[config.mk]
export PLATFORM = sky130hd
export DESIGN_NAME = cke_power_ctrl
export DESIGN_NICKNAME = d
export VERILOG_FILES = /design/src/rtl/cke_pkg.sv /design/src/rtl/cke_cfg_reg.sv /design/src/rtl/cke_down_cnt.sv /design/src/rtl/cke_power_ctrl.sv
export SDC_FILE = /design/constraint.sdc
export NUM_CORES = 1
export LEC_CHECK = 0
export BUFFER_PORTS_ARGS = -buffer_cell sky130_fd_sc_hd__buf_2
export CORE_MARGIN = 5
export CORE_UTILIZATION = 40
export DETAILED_ROUTE_END_ITERATION = 16
export PLACE_DENSITY = 0.74
export SLEW_MARGIN = 20
export SYNTH_ARGS = -nofsm -noshare
export SYNTH_HDL_FRONTEND = slang
export SYNTH_SLANG_ARGS = --single-unit
[constraint.sdc]
create_clock -name clk -period 2.45 [get_ports clk]
set_clock_uncertainty 0.2 [all_clocks]
set_input_delay 0.245 -clock clk [delete_from_list [all_inputs] [get_ports clk]]
set_output_delay 0.245 -clock clk [all_outputs]
set_load 0.05 [all_outputs]
[src/rtl/cke_pkg.sv]
package cke_pkg;

  localparam int CW_W      = 32;
  localparam int NUM_RANKS = 4;
  localparam int PW_W      = 3;
  localparam int SPC_W     = 4;
  localparam int SRX_W     = 9;

  localparam int B_START   = 27;
  localparam int B_HI_LSB  = 24;
  localparam int B_POP_LSB = 20;
  localparam int B_LO_LSB  = 17;
  localparam int B_PDEN    = 16;
  localparam int B_SPC_LSB = 10;
  localparam int B_SRX_LSB = 1;

  localparam logic [CW_W-1:0] CW_RESET = 32'h0000_0800;
  localparam logic [CW_W-1:0] CW_WMASK = 32'h07FF_3FFF;
  localparam logic [CW_W-1:0] CW_POPMASK =
    {{(CW_W-B_POP_LSB-NUM_RANKS){1'b0}}, {NUM_RANKS{1'b1}}, {B_POP_LSB{1'b0}}};

  localparam logic [SPC_W-1:0] SPC_MIN = 4'd2;
  localparam logic [SPC_W-1:0] SPC_MAX = 4'd9;

  typedef enum logic [1:0] {
    ST_SELFREF = 2'd0,
    ST_SRX     = 2'd1,
    ST_ACTIVE  = 2'd2,
    ST_PDOWN   = 2'd3
  } cke_state_e;

  typedef struct packed {
    logic [PW_W-1:0]      hi_min;
    logic [NUM_RANKS-1:0] pop;
    logic [PW_W-1:0]      lo_min;
    logic                 pd_en;
    logic [SPC_W-1:0]     spc_code;
  } cke_cfg_t;

  // Reserved spacing codes fall back to the longest legal spacing.
  function automatic logic [SPC_W-1:0] spacing_clocks(input logic [SPC_W-1:0] code);
    if (code < SPC_MIN || code > SPC_MAX) return SPC_MAX;
    return code;
  endfunction

  function automatic cke_cfg_t unpack_cfg(input logic [CW_W-1:0] w);
    cke_cfg_t c;
    c.hi_min   = w[B_HI_LSB +: PW_W];
    c.pop      = w[B_POP_LSB +: NUM_RANKS];
    c.lo_min   = w[B_LO_LSB +: PW_W];
    c.pd_en    = w[B_PDEN];
    c.spc_code = w[B_SPC_LSB +: SPC_W];
    return c;
  endfunction

  function automatic logic [CW_W-1:0] merge_write(input logic [CW_W-1:0] old_w,
                                                  input logic [CW_W-1:0] new_w,
                                                  input logic            lock);
    logic [CW_W-1:0] m;
    m = lock ? (CW_WMASK & ~CW_POPMASK) : CW_WMASK;
    return (old_w & ~m) | (new_w & m);
  endfunction

endpackage

[src/rtl/cke_cfg_reg.sv]
module cke_cfg_reg
  import cke_pkg::*;
(
  input  logic            clk,
  input  logic            rst_n,
  input  logic            we_i,
  input  logic [CW_W-1:0] wdata_i,
  input  logic            lock_i,
  output logic [CW_W-1:0] word_o,
  output cke_cfg_t        cfg_o
);

  logic [CW_W-1:0] word_q;

  always_ff @(posedge clk) begin
    if (!rst_n)    word_q <= CW_RESET;
    else if (we_i) word_q <= merge_write(word_q, wdata_i, lock_i);
  end

  assign word_o = word_q;
  assign cfg_o  = unpack_cfg(word_q);

  // a locked write leaves the rank-fitted bits alone
  a_r9_lock_holds_pop: assert property (@(posedge clk) disable iff (!rst_n)
    (we_i && lock_i) |=> (word_q[B_POP_LSB +: NUM_RANKS] == $past(word_q[B_POP_LSB +: NUM_RANKS])));

  // an unlocked write lands the writable bits one cycle later
  a_r10_write_lands: assert property (@(posedge clk) disable iff (!rst_n)
    (we_i && !lock_i) |=> ((word_q & CW_WMASK) == ($past(wdata_i) & CW_WMASK)));

endmodule

[src/rtl/cke_down_cnt.sv]
module cke_down_cnt #(
  parameter int W       = 4,
  parameter int DONE_AT = 0
) (
  input  logic         clk,
  input  logic         rst_n,
  input  logic         load_i,
  input  logic [W-1:0] load_val_i,
  output logic         done_o
);

  localparam logic [W-1:0] ONE  = {{(W-1){1'b0}}, 1'b1};
  localparam logic [W-1:0] DLIM = W'(DONE_AT);

  logic [W-1:0] val_q;

  always_ff @(posedge clk) begin
    if (!rst_n)               val_q <= '0;
    else if (load_i)          val_q <= load_val_i;
    else if (val_q != '0)     val_q <= val_q - ONE;
  end

  assign done_o = (val_q <= DLIM);

  // the window shrinks by exactly one per clock until empty
  a_r4_count_step: assert property (@(posedge clk) disable iff (!rst_n)
    (!load_i && val_q != '0) |=> (val_q == $past(val_q) - ONE));

  a_r6_count_holds_zero: assert property (@(posedge clk) disable iff (!rst_n)
    (!load_i && val_q == '0) |=> (val_q == '0));

endmodule

[src/rtl/cke_power_ctrl.sv]
module cke_power_ctrl
  import cke_pkg::*;
(
  input  logic                 clk,
  input  logic                 rst_n,
  input  logic                 pop_lock_i,
  input  logic                 cfg_we_i,
  input  logic [CW_W-1:0]      cfg_wdata_i,
  output logic [CW_W-1:0]      cfg_rdata_o,
  input  logic                 pd_req_i,
  input  logic                 idle_i,
  output logic [NUM_RANKS-1:0] cke_o,
  output logic                 rd_permit_o,
  output logic                 nrd_permit_o
);

  cke_cfg_t   cfg;
  cke_state_e state_q, state_d;
  logic       cke_lvl_q;

  // named internal events
  logic sr_go, srx_done, pd_enter, pd_exit, cke_change;
  logic dwell_ok, srx_last, txp_clear;
  logic [PW_W-1:0]  dwell_load_val;
  logic [SPC_W-1:0] txp_load_val;
  logic [SRX_W-1:0] srx_load_val;

  cke_cfg_reg u_cfg (
    .clk     (clk),
    .rst_n   (rst_n),
    .we_i    (cfg_we_i),
    .wdata_i (cfg_wdata_i),
    .lock_i  (pop_lock_i),
    .word_o  (cfg_rdata_o),
    .cfg_o   (cfg)
  );

  assign sr_go    = cfg_we_i && cfg_wdata_i[B_START] && (state_q == ST_SELFREF);
  assign srx_done = (state_q == ST_SRX) && srx_last;
  assign pd_enter = (state_q == ST_ACTIVE) && pd_req_i && idle_i && cfg.pd_en && dwell_ok;
  assign pd_exit  = (state_q == ST_PDOWN) && (!pd_req_i || !cfg.pd_en) && dwell_ok;
  assign cke_change = sr_go || pd_enter || pd_exit;

  assign dwell_load_val = (sr_go || pd_exit) ? cfg.hi_min : cfg.lo_min;
  assign txp_load_val   = spacing_clocks(cfg.spc_code);
  assign srx_load_val   = cfg_wdata_i[B_SRX_LSB +: SRX_W];

  // CKE level dwell, one transition window at a time
  cke_down_cnt #(.W(PW_W), .DONE_AT(1)) u_dwell (
    .clk        (clk),
    .rst_n      (rst_n),
    .load_i     (cke_change),
    .load_val_i (dwell_load_val),
    .done_o     (dwell_ok)
  );

  // exit-to-non-read spacing
  cke_down_cnt #(.W(SPC_W), .DONE_AT(0)) u_txp (
    .clk        (clk),
    .rst_n      (rst_n),
    .load_i     (pd_exit),
    .load_val_i (txp_load_val),
    .done_o     (txp_clear)
  );

  // self-refresh exit countdown
  cke_down_cnt #(.W(SRX_W), .DONE_AT(1)) u_srx (
    .clk        (clk),
    .rst_n      (rst_n),
    .load_i     (sr_go),
    .load_val_i (srx_load_val),
    .done_o     (srx_last)
  );

  always_comb begin
    state_d = state_q;
    unique case (state_q)
      ST_SELFREF: if (sr_go)    state_d = ST_SRX;
      ST_SRX:     if (srx_done) state_d = ST_ACTIVE;
      ST_ACTIVE:  if (pd_enter) state_d = ST_PDOWN;
      ST_PDOWN:   if (pd_exit)  state_d = ST_ACTIVE;
      default:                  state_d = ST_SELFREF;
    endcase
  end

  always_ff @(posedge clk) begin
    if (!rst_n) begin
      state_q   <= ST_SELFREF;
      cke_lvl_q <= 1'b0;
    end else begin
      state_q <= state_d;
      if (sr_go || pd_exit) cke_lvl_q <= 1'b1;
      else if (pd_enter)    cke_lvl_q <= 1'b0;
    end
  end

  assign cke_o        = {NUM_RANKS{cke_lvl_q}} & cfg.pop;
  assign rd_permit_o  = (state_q == ST_ACTIVE);
  assign nrd_permit_o = (state_q == ST_ACTIVE) && txp_clear;

  // the CKE level changes only once the dwell window has closed
  a_r7_dwell_respected: assert property (@(posedge clk) disable iff (!rst_n)
    ((cke_lvl_q != $past(cke_lvl_q)) && ($past(state_q) != ST_SELFREF)) |-> $past(dwell_ok));

  // the first active cycle after power-down never permits non-reads
  a_r4_nrd_blocked_on_exit: assert property (@(posedge clk) disable iff (!rst_n)
    (($past(state_q) == ST_PDOWN) && (state_q == ST_ACTIVE)) |-> !nrd_permit_o);

  // an accepted start raises CKE and enters the exit countdown
  a_r2_srx_start: assert property (@(posedge clk) disable iff (!rst_n)
    sr_go |=> ((state_q == ST_SRX) && cke_lvl_q));

  // CKE is low throughout power-down
  a_r3_pd_cke_low: assert property (@(posedge clk) disable iff (!rst_n)
    (state_q == ST_PDOWN) |-> !cke_lvl_q);

  // in self-refresh CKE is low and nothing may issue
  a_r1_selfref_quiet: assert property (@(posedge clk) disable iff (!rst_n)
    (state_q == ST_SELFREF) |-> (!cke_lvl_q && !rd_permit_o));

endmodule

==> flow_summary.json <==
{
  "peakVddDrop_mv": 0.478,
  "setup_violations": 0,
  "final_max_slew_viol_count": 0,
  "path_clk_slew_ns": 0.08,
  "cts_setup_buffers": 0,
  "fin_crit_sh": 0.933,
  "crit_chain": "inv_1, ha_1, or3b_2, nor3b_2, buf_2",
  "cts_tree": "done",
  "die_w_um": 83.4,
  "yosysWarningCount": 0,
  "slowest_stage": "or3b_2",
  "numCtsBuffers": 5,
  "grt-ovfl-total": 0,
  "fin_ws_ns": 0.164,
  "synth_edf_count": 0,
  "route.detailed.drc": 0,
  "synth.distinct_cells": 46,
  "grt_util_all_layers": 0.147,
  "dieArea_mm2": 0.00696,
  "synthArstFlopShare": 0,
  "maxCapViolations": 0,
  "crit_type": "reg2out",
  "worstSetupStartpointType": "register",
  "drt-total-wl_mm": 5.02,
  "grt_pass1_vias": 1861,
  "diodes": 0,
  "min_path_type": "in2reg",
  "initial_utilization": 0.417,
  "yosys_most_used_dff": "dfxtp_1",
  "cp_num_buf_inv": 2,
  "vias": 1847,
  "wl_per_cell_um": 13.4,
  "path_max_fanout": 5,
  "cts_max_level": 2,
  "pre_cts_slack_ns": 0.469,
  "yosysSeqAreaShare": 0.409,
  "num-nets-final": 351,
  "synth.top_cell.area_share": 0.409,
  "portBuffers": 62,
  "cp.arrival_ns": 1.84,
  "syn_inst": 231,
  "ys_ff_latch": 44,
  "ctsResizeCount": 0,
  "dr.pass1.iters": 4,
  "drt-vias-per-instance": 4.91,
  "clock_latency_ns": 0.29,
  "drt_iter0_markers": 84,
  "cp_top_family": "simple AND/OR/NAND/NOR gates",
  "core_area_mm2": 0.00517,
  "period_needed_ns": 2.29,
  "clockBufferDepth": 2,
  "clkSinkCount": 44,
  "dieHeight_um": 83.4,
  "drive_gt1_frac": 0.268,
  "required_ns": 2.01,
  "ant_nets": 0,
  "synth_area_leaders": "dfxtp_1 (41%), mux2i_1 (12%), nor2_1 (6.4%)",
  "leakagePower_nw": 1.30,
  "ys_top_cells_by_count": "dfxtp_1 (44), nor2_1 (37), mux2i_1 (25)",
  "clock-root-buffer": "clkbuf_8",
  "nFillCells": 488,
  "dpl.hpwl_mm": 3.60,
  "synth_area_mm2": 0.00216,
  "max_stage_delay_ns": 0.52,
  "syn_to_final_growth_pct": 26.9,
  "rows": 26,
  "final-hold-violation-count": 0,
  "grt_first_pass_wirelength_mm": 8.51,
  "setup_tns_ns": 0,
  "boundaryPins": 76,
  "yosys.area.top_type": "dfxtp_1",
  "antenna_found_initial": 0,
  "fmax_mhz": 437,
  "avgSynthCellArea_um2": 9.33,
  "outcome": "finished, final reports clean",
  "yosysMostFrequentCell": "dfxtp_1",
  "gp_congestion": 0.811,
  "grt_start_max_net_pins": 22,
  "rsz0062_at_grt": "false",
  "powerDensity_mw_per_mm2": 900,
  "critPathCaptureType": "output port"
}
==> report_power, final <==
part           leakage (nW)  internal [mW]  switching, mW
clock network        0.0410          0.194          0.221
registers             0.364          0.865          0.146
logic                 0.892          0.466          0.571
==> registers in the layout, summed over array words and instances, names as in the netlist, named ones only <==
register / flops
u_cfg.word_o: 21
u_txp.val_q: 4
u_dwell.val_q: 3
state_q: 2
u_srx.val_q: 9
cke_lvl_q: 1
==> layout make-up <==
| type | instances | area (um^2) | area share |
|---|---|---|---|
| clock buffer | 6 | 72.6 | 0.0265 |
| multi-input combinational | 166 | 1170 | 0.426 |
| sequential | 44 | 881 | 0.322 |
| tap | 70 | 87.6 | 0.0320 |
| clock inverter | 1 | 5.00 | 0.00183 |
| timing repair buffer | 82 | 498 | 0.182 |
| inverter | 7 | 26.3 | 0.00960 |
==> repair_timing <==
| item | CTS | global route |
|---|---|---|
| hold endpoints to repair | 15 | 0 |
| setup endpoints to repair | 0 | 0 |
| hold buffers | 15 | 0 |
==> worst paths after layout <==
check / from / endpoint / slack, ns / cells after the start
worst max-delay path: u_txp.val_q[0] / nrd_permit_o / 0.16 / 5
worst min-delay path: cfg_wdata_i[5] / u_cfg.word_o[5] / 0.006 / 3
worst min register to register: u_cfg.word_o[7] / u_cfg.word_o[7] / 0.29 / 2
worst max register to register: u_dwell.val_q[1] / u_txp.val_q[2] / 0.46 / 6
==> per-layer routing <==
metal,routed length [um],up-vias,GRT usage
met5,0,-,0
met4,101,0,0.0599
met3,281,10,0.0436
met2,2460,50,0.254
met1,2180,848,0.169
li1,-,939,-
==> cell families (layout without fill, tap and decap cells) <==
group	after synthesis	after routing	share of synthesized area
AO/OA/AOI/OAI	32	32	0.122
XOR/XNOR	10	10	0.0406
adder cells (fa/ha/maj)	7	7	0.0406
buffers and inverters	27	96	0.0633
flip-flops	44	44	0.409
multiplexers	25	25	0.116
other	1	7	0.00174
AND/OR/NAND/NOR	85	85	0.207
==> worst min-delay path: stages <==
cell and delay (ns):
buf_2 0.09, mux2i_1 0.06, nor2_1 0.07
==> metrics by stage <==
| stage | power [mW] | instances | hold slack (ns) | util | cell area, um^2 |
|---|---|---|---|---|---|
| final | 2.46 | 376 | 0.00624 | 0.529 | 2740 |
| after global routing | 2.67 | 376 | 0.0150 | 0.529 | 2740 |
| after CTS | 2.49 | 376 | 0.000419 | 0.529 | 2740 |
| after detailed placement | 2.04 | 354 | 0.275 | 0.485 | 2510 |
| after global placement | 2.01 | 354 | 0.270 | 0.485 | 2510 |
| after floorplan | 1.85 | 237 | 0.174 | - | 2180 |
==> layout by cell type, fill, tap and decap left out, drive strengths merged, types with 2 or more instances in the layout <==
cell,synthesis,layout
nand4,2,2
o21ai,3,3
and2,4,4
nand3b,3,3
nand4b,2,2
a32o,3,3
a21boi,4,4
xor2,6,6
nor2,37,37
nand3,5,5
and4b,2,2
ha,7,7
mux2i,25,25
conb,1,7
o221ai,2,2
nor3,5,5
a21oi,3,3
nand2b,2,2
dlygate4sd3,0,15
o211ai,2,2
clkbuf,6,6
a211oi,8,8
buf,14,67
nand2,11,11
or3b,3,3
xnor2,4,4
o221a,2,2
nor2b,3,3
inv,7,7
dfxtp,44,44
Note: power is estimated with default switching activity, not from simulation.
